`config.mk`:
```
export PLATFORM = sky130hd
export DESIGN_NAME = irq_mapper
export DESIGN_NICKNAME = d
export VERILOG_FILES = /design/src/rtl/irqm_pkg.sv /design/src/rtl/irqm_prio.sv /design/src/rtl/irqm_ctrl.sv /design/src/rtl/irqm_datapath.sv /design/src/rtl/irq_mapper.sv
export SDC_FILE = /design/constraint.sdc
export NUM_CORES = 1
export LEC_CHECK = 0
export BUFFER_PORTS_ARGS = -buffer_cell sky130_fd_sc_hd__buf_4
export CAP_MARGIN = 5
export CORE_MARGIN = 5
export CORE_UTILIZATION = 60
export DETAILED_ROUTE_END_ITERATION = 8
export PLACE_DENSITY = 0.88
export REMOVE_ABC_BUFFERS = 1
export SYNTH_ARGS = -nofsm -noshare
export SYNTH_HDL_FRONTEND = slang
export SYNTH_SLANG_ARGS = --single-unit
```
`constraint.sdc`:
```
create_clock -name clk -period 7.9 [get_ports clk]
set_input_delay 1.58 -clock clk [delete_from_list [all_inputs] [get_ports clk]]
set_output_delay 1.58 -clock clk [all_outputs]
set_load 0.02 [all_outputs]
```
`src/rtl/irqm_pkg.sv`:
```
package irqm_pkg;
  localparam int ENTRY_IDX_W = 8;
  localparam logic [3:0] PAGE_SLOT_MAP  = 4'd0;
  localparam logic [3:0] PAGE_BOARD_MAP = 4'd1;
  localparam logic [3:0] PAGE_SLOT_CLR  = 4'd2;
  localparam logic [3:0] PAGE_BOARD_CLR = 4'd3;
  localparam logic [30:0] SLOT_MAP_BASE  = 31'h7C0;
  localparam logic [30:0] BOARD_MAP_BASE = 31'h7E0;

  typedef enum logic [1:0] {SEL_NONE, SEL_SLOT, SEL_BOARD} selKind_e;

  // strobes from register decode to the request datapath
  typedef struct packed {
    logic                   mapWr;
    logic                   clrWr;
    selKind_e               wrKind;
    logic [ENTRY_IDX_W-1:0] wrIdx;
    logic                   newEnable;
    selKind_e               rdKind;
    logic [ENTRY_IDX_W-1:0] rdIdx;
  } ctrlStrobe_t;
endpackage

```
`src/rtl/irqm_prio.sv`:
```
module irqm_prio #(
  parameter int WIDTH = 32,
  localparam int IDX_W = (WIDTH > 1) ? $clog2(WIDTH) : 1
) (
  input  logic [WIDTH-1:0] req,
  output logic             found,
  output logic [IDX_W-1:0] idx
);
  // lowest set bit wins
  always_comb begin
    found = 1'b0;
    idx   = '0;
    for (int i = WIDTH - 1; i >= 0; i--) begin
      if (req[i]) begin
        found = 1'b1;
        idx   = IDX_W'(i);
      end
    end
  end
endmodule

```
`src/rtl/irqm_ctrl.sv`:
```
module irqm_ctrl
  import irqm_pkg::*;
#(
  parameter int ADDR_W     = 12,
  parameter int DATA_W     = 32,
  parameter int SLOT_MAPS  = 8,
  parameter int BOARD_MAPS = 32
) (
  input  logic              clk,
  input  logic              rstN,
  input  logic [ADDR_W-1:0] regAddr,
  input  logic              regWrEn,
  input  logic [DATA_W-1:0] regWrData,
  output ctrlStrobe_t       st
);
  localparam int PAGE_LSB = 8;
  localparam int UNIT_W   = PAGE_LSB - 3;

  logic [ADDR_W-PAGE_LSB-1:0] page;
  logic [UNIT_W-1:0]          unit;
  logic oddWord, slotRange, boardRange;
  logic isSlotMap, isBoardMap, isSlotClr, isBoardClr;
  logic unusedBits;

  assign page       = regAddr[ADDR_W-1:PAGE_LSB];
  assign unit       = regAddr[PAGE_LSB-1:3];
  assign oddWord    = regAddr[2];
  assign slotRange  = int'(unit) < SLOT_MAPS;
  assign boardRange = int'(unit) < BOARD_MAPS;
  assign unusedBits = ^{regWrData[DATA_W-2:0], regAddr[1:0]};

  assign isSlotMap  = oddWord && slotRange  && (page == 4'(PAGE_SLOT_MAP));
  assign isBoardMap = oddWord && boardRange && (page == 4'(PAGE_BOARD_MAP));
  assign isSlotClr  = oddWord && slotRange  && (page == 4'(PAGE_SLOT_CLR));
  assign isBoardClr = oddWord && boardRange && (page == 4'(PAGE_BOARD_CLR));

  always_comb begin
    st           = '0;
    st.mapWr     = regWrEn && (isSlotMap || isBoardMap);
    st.clrWr     = regWrEn && (isSlotClr || isBoardClr);
    st.wrKind    = (isSlotMap || isSlotClr)   ? SEL_SLOT  :
                   (isBoardMap || isBoardClr) ? SEL_BOARD : SEL_NONE;
    st.wrIdx     = ENTRY_IDX_W'(unit);
    st.newEnable = regWrData[DATA_W-1];
    st.rdKind    = isSlotMap ? SEL_SLOT : (isBoardMap ? SEL_BOARD : SEL_NONE);
    st.rdIdx     = ENTRY_IDX_W'(unit);
  end

  // an even word never produces a write strobe
  assert_odd_word_only_R3: assert property (@(posedge clk) disable iff (!rstN)
    (st.mapWr || st.clrWr) |-> regAddr[2]);
  // no strobe without a write request
  assert_strobe_needs_write_R3: assert property (@(posedge clk) disable iff (!rstN)
    !regWrEn |-> !(st.mapWr || st.clrWr));
endmodule

```
`src/rtl/irqm_datapath.sv`:
```
module irqm_datapath
  import irqm_pkg::*;
#(
  parameter int SLOT_LINES  = 32,
  parameter int BOARD_LINES = 32,
  parameter int SLOT_GROUP  = 4,
  parameter int DATA_W      = 32
) (
  input  logic                              clk,
  input  logic                              rstN,
  input  logic                              softRst,
  input  logic [SLOT_LINES+BOARD_LINES-1:0] irqIn,
  input  ctrlStrobe_t                       st,
  output logic [SLOT_LINES+BOARD_LINES-1:0] vecOut,
  output logic [DATA_W-1:0]                 rdData
);
  localparam int LINES      = SLOT_LINES + BOARD_LINES;
  localparam int SLOT_MAPS  = SLOT_LINES / SLOT_GROUP;
  localparam int LINE_W     = $clog2(LINES);
  localparam int SLOT_W     = $clog2(SLOT_LINES);
  localparam int BOARD_W    = $clog2(BOARD_LINES);
  localparam int SLOT_MAP_W = (SLOT_MAPS > 1) ? $clog2(SLOT_MAPS) : 1;

  logic [SLOT_MAPS-1:0]   enSlot, enSlotNx;
  logic [BOARD_LINES-1:0] enBoard, enBoardNx;
  logic [LINES-1:0]       latIn, lineEnCur, lineEnNx, riseHit, scanReq;
  logic                   pendValid, pendValidNx;
  logic [LINE_W-1:0]      pendLine, pendLineNx;

  logic                   scanFound, slotRiseFound, boardRiseFound;
  logic [LINE_W-1:0]      scanIdx;
  logic [SLOT_W-1:0]      slotRiseIdx;
  logic [BOARD_W-1:0]     boardRiseIdx;
  logic                   pendIsSlot, hitEntry, dropReq, anyWrite;
  logic                   unusedBits;

  assign unusedBits = ^st.rdIdx[ENTRY_IDX_W-1:BOARD_W];

  // enable bits after this cycle's mapping write
  always_comb begin
    enSlotNx  = enSlot;
    enBoardNx = enBoard;
    if (st.mapWr && st.wrKind == SEL_SLOT)
      enSlotNx[st.wrIdx[SLOT_MAP_W-1:0]] = st.newEnable;
    if (st.mapWr && st.wrKind == SEL_BOARD)
      enBoardNx[st.wrIdx[BOARD_W-1:0]] = st.newEnable;
  end

  // per-line enable: slot lines share a group entry
  for (genvar g = 0; g < LINES; g++) begin : gLineEn
    if (g < SLOT_LINES) begin : gSlot
      assign lineEnCur[g] = enSlot[g / SLOT_GROUP];
      assign lineEnNx[g]  = enSlotNx[g / SLOT_GROUP];
    end else begin : gBoard
      assign lineEnCur[g] = enBoard[g - SLOT_LINES];
      assign lineEnNx[g]  = enBoardNx[g - SLOT_LINES];
    end
    assign vecOut[g] = pendValid && (pendLine == LINE_W'(g));
  end

  assign riseHit = irqIn & ~latIn & lineEnNx;
  assign scanReq = irqIn & lineEnNx;

  irqm_prio #(.WIDTH(LINES)) uScan (
    .req(scanReq), .found(scanFound), .idx(scanIdx));
  irqm_prio #(.WIDTH(SLOT_LINES)) uSlotRise (
    .req(riseHit[SLOT_LINES-1:0]), .found(slotRiseFound), .idx(slotRiseIdx));
  irqm_prio #(.WIDTH(BOARD_LINES)) uBoardRise (
    .req(riseHit[LINES-1:SLOT_LINES]), .found(boardRiseFound), .idx(boardRiseIdx));

  // does the written entry own the pending line
  assign pendIsSlot = int'(pendLine) < SLOT_LINES;
  always_comb begin
    hitEntry = 1'b0;
    if (st.wrKind == SEL_SLOT && pendIsSlot)
      hitEntry = int'(st.wrIdx) == int'(pendLine) / SLOT_GROUP;
    else if (st.wrKind == SEL_BOARD && !pendIsSlot)
      hitEntry = int'(st.wrIdx) == int'(pendLine) - SLOT_LINES;
  end

  assign anyWrite = st.mapWr || st.clrWr;
  assign dropReq  = pendValid && hitEntry &&
                    (st.clrWr || (st.mapWr && !st.newEnable));

  always_comb begin
    pendValidNx = pendValid;
    pendLineNx  = pendLine;
    if (anyWrite) begin
      if (dropReq) pendValidNx = 1'b0;
      if (!pendValidNx && scanFound) begin
        pendValidNx = 1'b1;
        pendLineNx  = scanIdx;
      end
    end else if (slotRiseFound) begin
      pendValidNx = 1'b1;
      pendLineNx  = LINE_W'(slotRiseIdx);
    end else if (!pendValid && boardRiseFound) begin
      pendValidNx = 1'b1;
      pendLineNx  = LINE_W'(SLOT_LINES) + LINE_W'(boardRiseIdx);
    end
  end

  always_ff @(posedge clk or negedge rstN) begin
    if (!rstN) begin
      enSlot    <= '0;
      enBoard   <= '0;
      latIn     <= '0;
      pendValid <= 1'b0;
      pendLine  <= '0;
    end else if (softRst) begin
      enSlot    <= '0;
      enBoard   <= '0;
      latIn     <= '0;
      pendValid <= 1'b0;
      pendLine  <= '0;
    end else begin
      enSlot    <= enSlotNx;
      enBoard   <= enBoardNx;
      latIn     <= irqIn;
      pendValid <= pendValidNx;
      pendLine  <= pendLineNx;
    end
  end

  // read-back: routing fields are constants, only enables are stored
  always_comb begin
    case (st.rdKind)
      SEL_SLOT:  rdData = {enSlot[st.rdIdx[SLOT_MAP_W-1:0]],
                           SLOT_MAP_BASE | ((DATA_W-1)'(st.rdIdx) << 2)};
      SEL_BOARD: rdData = {enBoard[st.rdIdx[BOARD_W-1:0]],
                           BOARD_MAP_BASE + (DATA_W-1)'(st.rdIdx)};
      default:   rdData = '0;
    endcase
  end

  // never more than one vector output
  assert_single_vector_R5: assert property (@(posedge clk) disable iff (!rstN)
    $onehot0(vecOut));
  // a pending request always has its entry enabled
  assert_pending_enabled_R10: assert property (@(posedge clk) disable iff (!rstN)
    pendValid |-> lineEnCur[pendLine]);
  // request held without write or slot rise
  assert_request_held_R8: assert property (@(posedge clk) disable iff (!rstN)
    (pendValid && !anyWrite && !slotRiseFound && !softRst) |=> $stable(vecOut));
  // device reset empties enables and request
  assert_device_reset_R12: assert property (@(posedge clk) disable iff (!rstN)
    softRst |=> (vecOut == '0 && enSlot == '0 && enBoard == '0));
endmodule

```
`src/rtl/irq_mapper.sv`:
```
module irq_mapper
  import irqm_pkg::*;
#(
  parameter int SLOT_LINES  = 32,
  parameter int BOARD_LINES = 32,
  parameter int SLOT_GROUP  = 4,
  parameter int ADDR_W      = 12,
  parameter int DATA_W      = 32
) (
  input  logic                              clk,
  input  logic                              rstN,
  input  logic                              softRst,
  input  logic [SLOT_LINES+BOARD_LINES-1:0] irqIn,
  input  logic [ADDR_W-1:0]                 regAddr,
  input  logic                              regWrEn,
  input  logic [DATA_W-1:0]                 regWrData,
  output logic [DATA_W-1:0]                 regRdData,
  output logic [SLOT_LINES+BOARD_LINES-1:0] vecOut
);
  localparam int SLOT_MAPS = SLOT_LINES / SLOT_GROUP;

  ctrlStrobe_t st;

  irqm_ctrl #(
    .ADDR_W(ADDR_W), .DATA_W(DATA_W),
    .SLOT_MAPS(SLOT_MAPS), .BOARD_MAPS(BOARD_LINES)
  ) uCtrl (
    .clk(clk), .rstN(rstN), .regAddr(regAddr), .regWrEn(regWrEn),
    .regWrData(regWrData), .st(st)
  );

  irqm_datapath #(
    .SLOT_LINES(SLOT_LINES), .BOARD_LINES(BOARD_LINES),
    .SLOT_GROUP(SLOT_GROUP), .DATA_W(DATA_W)
  ) uData (
    .clk(clk), .rstN(rstN), .softRst(softRst), .irqIn(irqIn), .st(st),
    .vecOut(vecOut), .rdData(regRdData)
  );
endmodule

```
==> flow_metrics.py, run 1 <==
metrics = {
    "power_and_ir_drop": {
        "combPwrFrac_pct": 15.7,
        "p_int_uw": 939,
        "p_seq_share_pct": 45.3,
        "p_sw_uw": 376,
        "p_per_area_nw_per_um2": 129,
        "total_power_uw": 1310,
        "p_leak_uw": 0.00439,
        "swShare_pct": 28.6,
        "ir_worst_vdd_mv": 0.113,
        "clockPowerShare_pct": 39.0,
    },
    "cells_and_area": {
        "area_growth_pct": 15.6,
        "diodes": 0,
        "drive_gt1_share_pct": 18.9,
        "fin_nets": 1318,
    },
    "yosys": {
        "async_reset_ff_share_pct": 100,
        "avgSynthCellArea_um2": 8.02,
        "syn-cell-area_um2": 8850,
        "synth_ff_type": "dfrtp_1",
        "ys_seq_elements": 111,
        "ys_seq_area_share_pct": 31.4,
        "synth_area_leaders": "dfrtp_1, nor2_1, nor2b_1, a21oi_1, mux2i_1",
        "yosysTopAreaCellShare_pct": 31.4,
        "syn_inst": 1104,
        "synth_edf_count": 0,
        "synth_cell_types": 90,
        "synth_largest_area_cell": "dfrtp_1",
        "yosysWarnings": 0,
    },
    "floorplan": {
        "ios": 208,
        "dieArea_um2": 17300,
        "dieHeight_um": 131,
        "die_x_um": 131,
        "rows": 44,
        "coreArea_um2": 14500,
        "initial_core_util_pct": 61.1,
    },
    "timing": {
        "finalHoldViolCount": 0,
        "fmax_mhz": 179,
        "setup_tns_ns": 0,
        "worst_slew_pin_slew_ns": 1.30,
        "clock_skew_ns": 0.00922,
        "fin_crit_sh_pct": 70.9,
        "slew_viol_final": 0,
        "slew_headroom_pct": 12.9,
        "rsz0062_at_grt": "false",
        "setup_viol": 0,
        "finalWorstPathRequiredPeriod_ns": 5.60,
    },
    "clock_tree": {
        "cts_setup_buffers": 0,
        "cts_tree": "yes",
        "clock_latency_ns": 0.36,
        "cts_root_buffer": "clkbuf_16",
        "cts_resized": 0,
        "clk_transition_reported_paths_ns": 0.07,
        "cts_buffers": 9,
        "clock-sinks": 111,
        "htree_num_levels": 3,
        "clockBufferDepth": 2,
        "cts_hold_buf": 0,
    },
    "critical_path": {
        "arrival_ns": 5.84,
        "worstRegToRegCells": 7,
        "crit_required_ns": 8.14,
        "r2r-end": "uData.pendLine[2]",
        "reg2reg_from": "uData.enBoard[21]",
        "setup.worst_path.start_class": "primary input",
        "regToRegSetupSlack_ns": 4.66,
        "critPathMaxFanout": 20,
        "end_kind": "flop",
        "crit_type": "primary input to flop",
    },
    "detailed_routing": {
        "drt_iter0_markers": 1298,
        "route.detailed.drc": 0,
        "wirelength_um": 30000,
        "wl_per_cell_um": 21.5,
        "drt-vias-per-instance": 6.71,
        "antenna_left": 0,
        "drt_pass1_iterations": 6,
        "routed-via-count": 9360,
    },
    "run_status": {
        "outcome": "complete, no violations",
    },
    "grt": {
        "grt_pass1_vias": 8635,
        "grt_max_degree": 69,
        "grt.total_usage_pct": 33.4,
        "grt_pass1_wl_um": 46900,
        "grt_overflow_total": 0,
        "antenna_found_initial": 0,
    },
    "min_path": {
        "hold_end": "uData.enBoard[31]",
        "hold_start": "uData.enBoard[31]",
        "whs_path_depth": 2,
        "worstHoldPathType": "flop to flop",
    },
    "job": {
        "drv_cap": 0,
    },
    "placed_design": {
        "gp_congestion": 1.00,
        "port_buffers": 154,
        "place.detailed.hpwl_um": 22100,
    },
}
## sequential cells by signal, indices dropped and copies added (netlist names)
register and flops:
uData.latIn 64, uData.enBoard 32, uData.enSlot 8, uData.pendLine 6, uData.pendValid 1
## metrics by stage
step	std cells	util (%)	instance area (µm²)	hold slack (ns)	setup slack, ns
final	1395	70.6	10200	0.559	2.30
after global routing	1395	70.6	10200	0.597	2.11
after CTS	1395	70.6	10200	0.564	2.49
after detailed placement	1379	68.4	9900	0.546	2.15
after global placement	1379	68.4	9900	0.531	2.20
after floorplan	1034	-	8450	0.502	2.24
## critical path, stage by stage
cell	delay, ns
buf_4	0.13
or4b_1	0.98
o31ai_1	0.57
a21oi_1	0.23
a2111oi_0	0.94
nand4_1	0.44
o31ai_1	0.41
a22oi_2	0.21
mux2_1	0.35
## power by group through the flow
stage	Clock [µW]	Sequential (µW)	Combinational (µW)
after global routing	534	598	223
after global placement	0	606	198
after CTS	516	595	203
final	512	596	207
after floorplan	0	604	89.4
after detailed placement	0	606	202
## routing by layer
| metal | GRT usage, % | vias to the layer above | part of all wire (%) | wire [µm] |
|---|---|---|---|---|
| li1 | - | 4215 | - | - |
| met1 | 45.2 | 4373 | 39 | 11600 |
| met2 | 51.4 | 682 | 45 | 13400 |
| met3 | 7.15 | 90 | 12 | 3630 |
| met4 | 15.7 | 0 | 4.6 | 1380 |
| met5 | 0 | - | 0 | 0 |
## synth_stat cells (21+ instances only)
| cell | instances |
|---|---|
| a21oi_1 | 85 |
| buf_4 | 24 |
| clkbuf_1 | 46 |
| dfrtp_1 | 111 |
| inv_1 | 31 |
| mux2i_1 | 28 |
| nand2_1 | 73 |
| nand2b_1 | 40 |
| nand3_1 | 24 |
| nand4_1 | 34 |
| nor2_1 | 159 |
| nor2b_1 | 79 |
| nor3_1 | 31 |
| o21ai_0 | 29 |
| o31ai_1 | 21 |
## kinds of logic after synthesis
group                  after synthesis  share of synthesized area, %
AND/OR/NAND/NOR                    530                          31.8
multiplexers                        47                          6.35
XOR/XNOR                             7                         0.693
other                                1                        0.0424
buffers and inverters              120                          6.63
AO/OA/AOI/OAI                      288                          23.1
flip-flops                         111                          31.4
## layout by cell type (no fill, tap or decap), types with 13 or more instances in the layout
| master | synthesis | final |
|---|---|---|
| a21oi_1 | 85 | 85 |
| buf_4 | 24 | 161 |
| conb_1 | 1 | 20 |
| dfrtp_1 | 111 | 111 |
| inv_1 | 31 | 31 |
| mux2i_1 | 28 | 28 |
| nand2_1 | 73 | 73 |
| nand2b_1 | 40 | 40 |
| nand3_1 | 24 | 24 |
| nand4_1 | 34 | 34 |
| nor2_1 | 159 | 159 |
| nor2b_1 | 79 | 79 |
| nor3_1 | 31 | 31 |
| nor4_1 | 15 | 15 |
| o211ai_1 | 15 | 15 |
| o21ai_0 | 29 | 29 |
| o22ai_1 | 13 | 13 |
| o31ai_1 | 21 | 21 |
## worst max path at each step
stage               startpoint                end  slack [ns]  depth (start not counted)
floorplan           regAddr[9]      regRdData[10]        2.24                          2
global placement    regAddr[9]  uData.pendLine[0]        2.20                         11
detailed placement  regAddr[9]  uData.pendLine[0]        2.15                         11
CTS                 regAddr[9]  uData.pendLine[0]        2.49                         11
global route        regAddr[9]  uData.pendLine[1]        2.11                         10
finish              regAddr[9]  uData.pendLine[2]        2.30                          9
## final cells by class
type / instances / area, µm²
multi-input cells: 892 / 5570
fillers: 1210 / 4250
clock inverters: 7 / 103
well taps: 184 / 230
inverters: 31 / 116
repair buffers: 161 / 1210
flip-flops and latches: 111 / 2780
clock buffers: 9 / 225
No activity file was read; power rests on OpenSTA's default activity.
==> run 2: changes to the inputs <==
CORE_UTILIZATION = 55   (was 60)
PLACE_DENSITY = 0.81   (was 0.88)
clock period = 5.22 ns   (was 7.9 ns; I/O delays follow)
==> run 2 against run 1 <==
  * Worst setup slack worse by 1.7 ns
  * Critical path depth is 1 higher
  * Flip-flop and latch count stayed put
  * First-iteration DRC count is 2.7% lower
  * Hold slack better by 0.014 ns
  * Cell count is 3.3% higher
  * Critical path type unchanged
==> flow_metrics.py, run 2 (same netlist as run 1, synthesis figures left out) <==
metrics = {
    "floorplan": {
        "rows": 46,
        "dieArea_um2": 18700,
        "ios": 208,
        "coreArea_um2": 15800,
        "die_x_um": 137,
        "dieHeight_um": 137,
        "initial_core_util_pct": 55.9,
    },
    "grt": {
        "use_met2_pct": 48.1,
        "grt_max_degree": 72,
        "grt.total_usage_pct": 31.5,
        "grt_overflow_total": 0,
        "use_met3_pct": 5.77,
        "antenna_found_initial": 0,
        "grt_pass1_wl_um": 45800,
        "grtUsageMet1_pct": 43.7,
        "top_usage_layer": "met2",
        "grt_pass1_vias": 8465,
    },
    "timing": {
        "finalHoldViolCount": 0,
        "finalWorstPathRequiredPeriod_ns": 4.58,
        "slew_viol_final": 0,
        "fmax_mhz": 218,
        "slew_headroom_pct": 37.4,
        "worst_slew_pin_slew_ns": 0.940,
        "setup_viol": 0,
        "setup_tns_ns": 0,
        "fin_crit_sh_pct": 87.8,
        "clock_skew_ns": 0.00767,
        "rsz0062_at_grt": "false",
    },
    "placed_design": {
        "gp_congestion": 0.981,
        "place.detailed.hpwl_um": 22500,
        "port_buffers": 154,
    },
    "power_and_ir_drop": {
        "total_power_uw": 1940,
        "ir_worst_vdd_mv": 0.170,
        "p_per_area_nw_per_um2": 187,
        "p_leak_uw": 0.00446,
    },
    "detailed_routing": {
        "wirelength_um": 30000,
        "routed-via-count": 9332,
        "wl_per_cell_um": 20.8,
        "antenna_left": 0,
        "route.detailed.drc": 0,
        "drt_pass1_iterations": 7,
        "drt-vias-per-instance": 6.48,
        "drt_iter0_markers": 1263,
    },
    "critical_path": {
        "critPathMaxFanout": 44,
        "crit_required_ns": 5.46,
        "crit_type": "primary input to flop",
        "arrival_ns": 4.82,
        "setup.worst_path.start_class": "primary input",
        "end_kind": "flop",
    },
    "clock_tree": {
        "htree_num_levels": 3,
        "clk_transition_reported_paths_ns": 0.07,
        "cts_resized": 0,
        "cts_buffers": 9,
        "clock_latency_ns": 0.36,
        "clockBufferDepth": 2,
        "cts_tree": "yes",
        "cts_hold_buf": 0,
        "cts_setup_buffers": 0,
        "clock-sinks": 111,
        "cts_root_buffer": "clkbuf_16",
    },
    "cells_and_area": {
        "fin_nets": 1334,
        "largest_reg_flops": 64,
        "final_common_cell": "buf_4",
        "drive_gt1_share_pct": 19.8,
        "multiInputGateArea_um2": 5570,
        "reg.largest.list": "uData.latIn x64, uData.enBoard x32, uData.enSlot x8",
        "fillCellCount": 1410,
        "seqCellArea_um2": 2780,
        "diodes": 0,
        "area_growth_pct": 17.3,
        "top_register": "uData.latIn",
        "final_cell_mix": "buf_4, nor2_1, dfrtp_1",
    },
    "job": {
        "drv_cap": 0,
    },
    "min_path": {
        "worstHoldPathType": "flop to flop",
    },
    "run_status": {
        "outcome": "complete, no violations",
    },
}
-- run 2: cell types whose count changed in the layout (fill, tap and decap cells not counted) --
cell | before | now
buf_12 | 0 | 2
inv_8 | 1 | 0
clkinv_4 | 2 | 1
bufinv_16 | 2 | 1
buf_4 | 161 | 175
clkbuf_8 | 0 | 2
inv_6 | 1 | 0
-- run 2: layout make-up --
class / instances / area share [%]
Sequential cell: 111 / 26.8
Clock inverter: 3 / 0.422
Tap cell: 216 / 2.60
Multi-Input combinational cell: 892 / 53.6
Inverter: 31 / 1.12
Timing Repair Buffer: 177 / 13.0
Clock buffer: 11 / 2.43
-- run 2: worst paths after layout --
path / from / endpoint / slack (ns) / cells past startpoint
min in group asynchronous: rstN / uData.latIn[59] / 0.82 / 1
setup / recovery: regAddr[9] / uData.pendLine[2] / 0.64 / 10
hold / removal: uData.enBoard[14] / uData.enBoard[14] / 0.57 / 2
setup reg to reg: uData.enBoard[20] / uData.pendLine[2] / 2.20 / 7
hold reg to reg: uData.enBoard[14] / uData.enBoard[14] / 0.57 / 2
max in group asynchronous: rstN / uData.pendLine[1] / 3.31 / 2
-- run 2: through the flow --
step	cell area, µm²	utilization (%)	worst slack (ns)	instances	hold WS (ns)
6_report	10400	65.6	0.639	1441	0.572
5_1_grt	10400	65.6	0.450	1441	0.593
4_1_cts	10400	65.6	0.782	1441	0.567
3_5_place_dp	10100	63.7	0.419	1427	0.550
3_3_place_gp	10100	63.7	0.533	1427	0.532
2_1_floorplan	8450	-	0.223	1034	0.502
-- run 2: report_power, final --
part / switching, µW / internal, µW
clock: 324 / 394
combinational: 206 / 110
sequential: 15.7 / 887
-- run 2: critical path, stage by stage --
cell and delay, ns:
buf_4 0.13, or4b_1 0.58, buf_12 0.21, o31ai_1 0.40, a21boi_0 0.25, a2111oi_1 0.77
nand4bb_1 0.37, o41ai_2 0.49, a22oi_2 0.18, mux2_1 0.34
-- run 2: per-layer routing --
layer	vias up	wire length [µm]	share of wire (%)
met3	81	3410	11
met1	4393	12200	41
li1	4240	-	-
met2	618	13200	44
met4	0	1140	3.8
met5	-	0	0
==> run 3: changes to the inputs <==
CELL_PAD_IN_SITES_DETAIL_PLACEMENT = 1   (was not set)
CELL_PAD_IN_SITES_GLOBAL_PLACEMENT = 1   (was not set)
CORE_UTILIZATION = 43   (was 55)
PLACE_DENSITY = not set   (was 0.81)
PLACE_DENSITY_LB_ADDON = 0.1   (was not set)
clock period = 5.6 ns   (was 5.22 ns; I/O delays follow)
==> run 3 against run 2 <==
  * Combinational power is 5% lower
  * Hold slack worse by 0.0021 ns
  * Cell count up 4.6%
  * Worst setup slack gained 0.069 ns
  * Non-clock buffer count grew 12
  * Critical endpoint unchanged
==> flow_metrics.py, run 3 (same netlist as run 1, synthesis figures left out) <==
metrics = {
    "timing": {
        "setup_viol": 0,
        "slew_headroom_pct": 35.7,
        "rsz0062_at_grt": "false",
        "hold_ws_ns": 0.570,
        "finalWorstPathRequiredPeriod_ns": 4.89,
        "finalHoldViolCount": 0,
        "clock_skew_ns": 0.0163,
        "slew_viol_final": 0,
        "worst_slew_pin_slew_ns": 0.937,
        "fin_crit_sh_pct": 87.4,
        "fmax_mhz": 204,
        "setup_tns_ns": 0,
    },
    "critical_path": {
        "setup.worst_path.start_class": "primary input",
        "crit_required_ns": 5.85,
        "arrival_ns": 5.14,
        "crit_type": "primary input to flop",
        "end_kind": "flop",
        "critPathMaxFanout": 13,
        "worstRegToRegCells": 7,
    },
    "cells_and_area": {
        "diodes": 0,
        "drive_gt1_share_pct": 20.6,
        "stdcell_count": 1508,
        "final_cell_mix": "buf_4, nor2_1, dfrtp_1",
        "fin_util_pct": 52.0,
        "final_common_cell": "buf_4",
        "area_growth_pct": 18.8,
        "reg.largest.list": "uData.latIn x64, uData.enBoard x32, uData.enSlot x8",
        "largest_reg_flops": 64,
        "fillCellCount": 2472,
        "fin_nets": 1346,
        "top_register": "uData.latIn",
    },
    "floorplan": {
        "dieArea_um2": 23600,
        "rows": 52,
        "dieHeight_um": 153,
        "coreArea_um2": 20200,
        "ios": 208,
        "initial_core_util_pct": 43.7,
        "die_x_um": 153,
    },
    "placed_design": {
        "place.detailed.hpwl_um": 26100,
        "port_buffers": 154,
        "gp_congestion": 0.947,
        "dp.cells": 1493,
    },
    "power_and_ir_drop": {
        "total_power_uw": 1810,
        "p_leak_uw": 0.00451,
        "p_per_area_nw_per_um2": 172,
        "ir_worst_vdd_mv": 0.143,
    },
    "clock_tree": {
        "htree_num_levels": 3,
        "cts_setup_buffers": 0,
        "cts_resized": 0,
        "cts_tree": "yes",
        "cts_buffers": 9,
        "cts_root_buffer": "clkbuf_16",
        "cts_hold_buf": 0,
        "clock-sinks": 111,
        "clock_latency_ns": 0.37,
        "clk_transition_reported_paths_ns": 0.08,
        "clockBufferDepth": 2,
    },
    "grt": {
        "grt_pass1_wl_um": 53300,
        "grt.total_usage_pct": 28.1,
        "antenna_found_initial": 0,
        "grt_max_degree": 85,
        "grt_pass1_vias": 9333,
        "grt_overflow_total": 0,
    },
    "detailed_routing": {
        "routed-via-count": 9304,
        "drt_pass1_iterations": 5,
        "antenna_left": 0,
        "route.detailed.drc": 0,
        "wirelength_um": 34000,
        "wl_per_cell_um": 22.6,
        "drt_iter0_markers": 803,
        "drt-vias-per-instance": 6.17,
    },
    "job": {
        "drv_cap": 0,
    },
    "run_status": {
        "outcome": "complete, no violations",
    },
    "min_path": {
        "whs_path_depth": 2,
        "worstHoldPathType": "flop to flop",
    },
}
==> run 3: layout make-up <==
| class | instances | area, µm² | area share (%) |
|---|---|---|---|
| multi-input combinational | 892 | 5570 | 52.9 |
| sequential | 111 | 2780 | 26.4 |
| timing repair buffer | 189 | 1420 | 13.5 |
| tap | 270 | 338 | 3.21 |
| clock buffer | 10 | 229 | 2.18 |
| inverter | 31 | 116 | 1.11 |
| clock inverter | 5 | 67.6 | 0.643 |
==> run 3: critical path, cell delays in order <==
cell and delay [ns]:
buf_4 0.13, or4b_1 0.92, buf_4 0.35, o31ai_1 0.47
a21boi_0 0.23, nor4_1 0.55, nand4bb_1 0.33, o41ai_2 0.48
a22oi_2 0.19, mux2_1 0.34
==> run 3: power by group <==
part / switching (µW) / leakage, µW / total, µW / internal, µW
Sequential: 14.3 / 0.00148 / 841 / 827
Clock: 316 / 0.000145 / 667 / 352
Combinational: 199 / 0.00288 / 302 / 103
Total: 529 / 0.00451 / 1810 / 1280
==> run 3: worst paths after layout <==
check                                   from                end  slack (ns)
min reg2reg                 uData.enBoard[9]   uData.enBoard[9]        0.57
max                               regAddr[9]  uData.pendLine[2]        0.71
max in group asynchronous               rstN     uData.latIn[2]        3.56
min in group asynchronous               rstN    uData.latIn[57]        0.87
max reg2reg                uData.enBoard[21]  uData.pendLine[2]        2.56
min                         uData.enBoard[9]   uData.enBoard[9]        0.57
==> run 3: metrics by stage <==
step	setup slack [ns]	area (µm²)
after floorplan	0.527	8450
after global placement	0.557	10200
after detailed placement	0.466	10200
after CTS	0.830	10500
after global routing	0.449	10500
final	0.708	10500
==> run 3: layer usage <==
| metal | wire length (µm) | track usage [%] | vias to the layer above |
|---|---|---|---|
| met5 | 0 | 0 | - |
| met3 | 3090 | 7.18 | 60 |
| met2 | 15400 | 45.1 | 398 |
| met1 | 14800 | 38.4 | 4575 |
| li1 | - | - | 4271 |
| met4 | 701 | 6.69 | 0 |
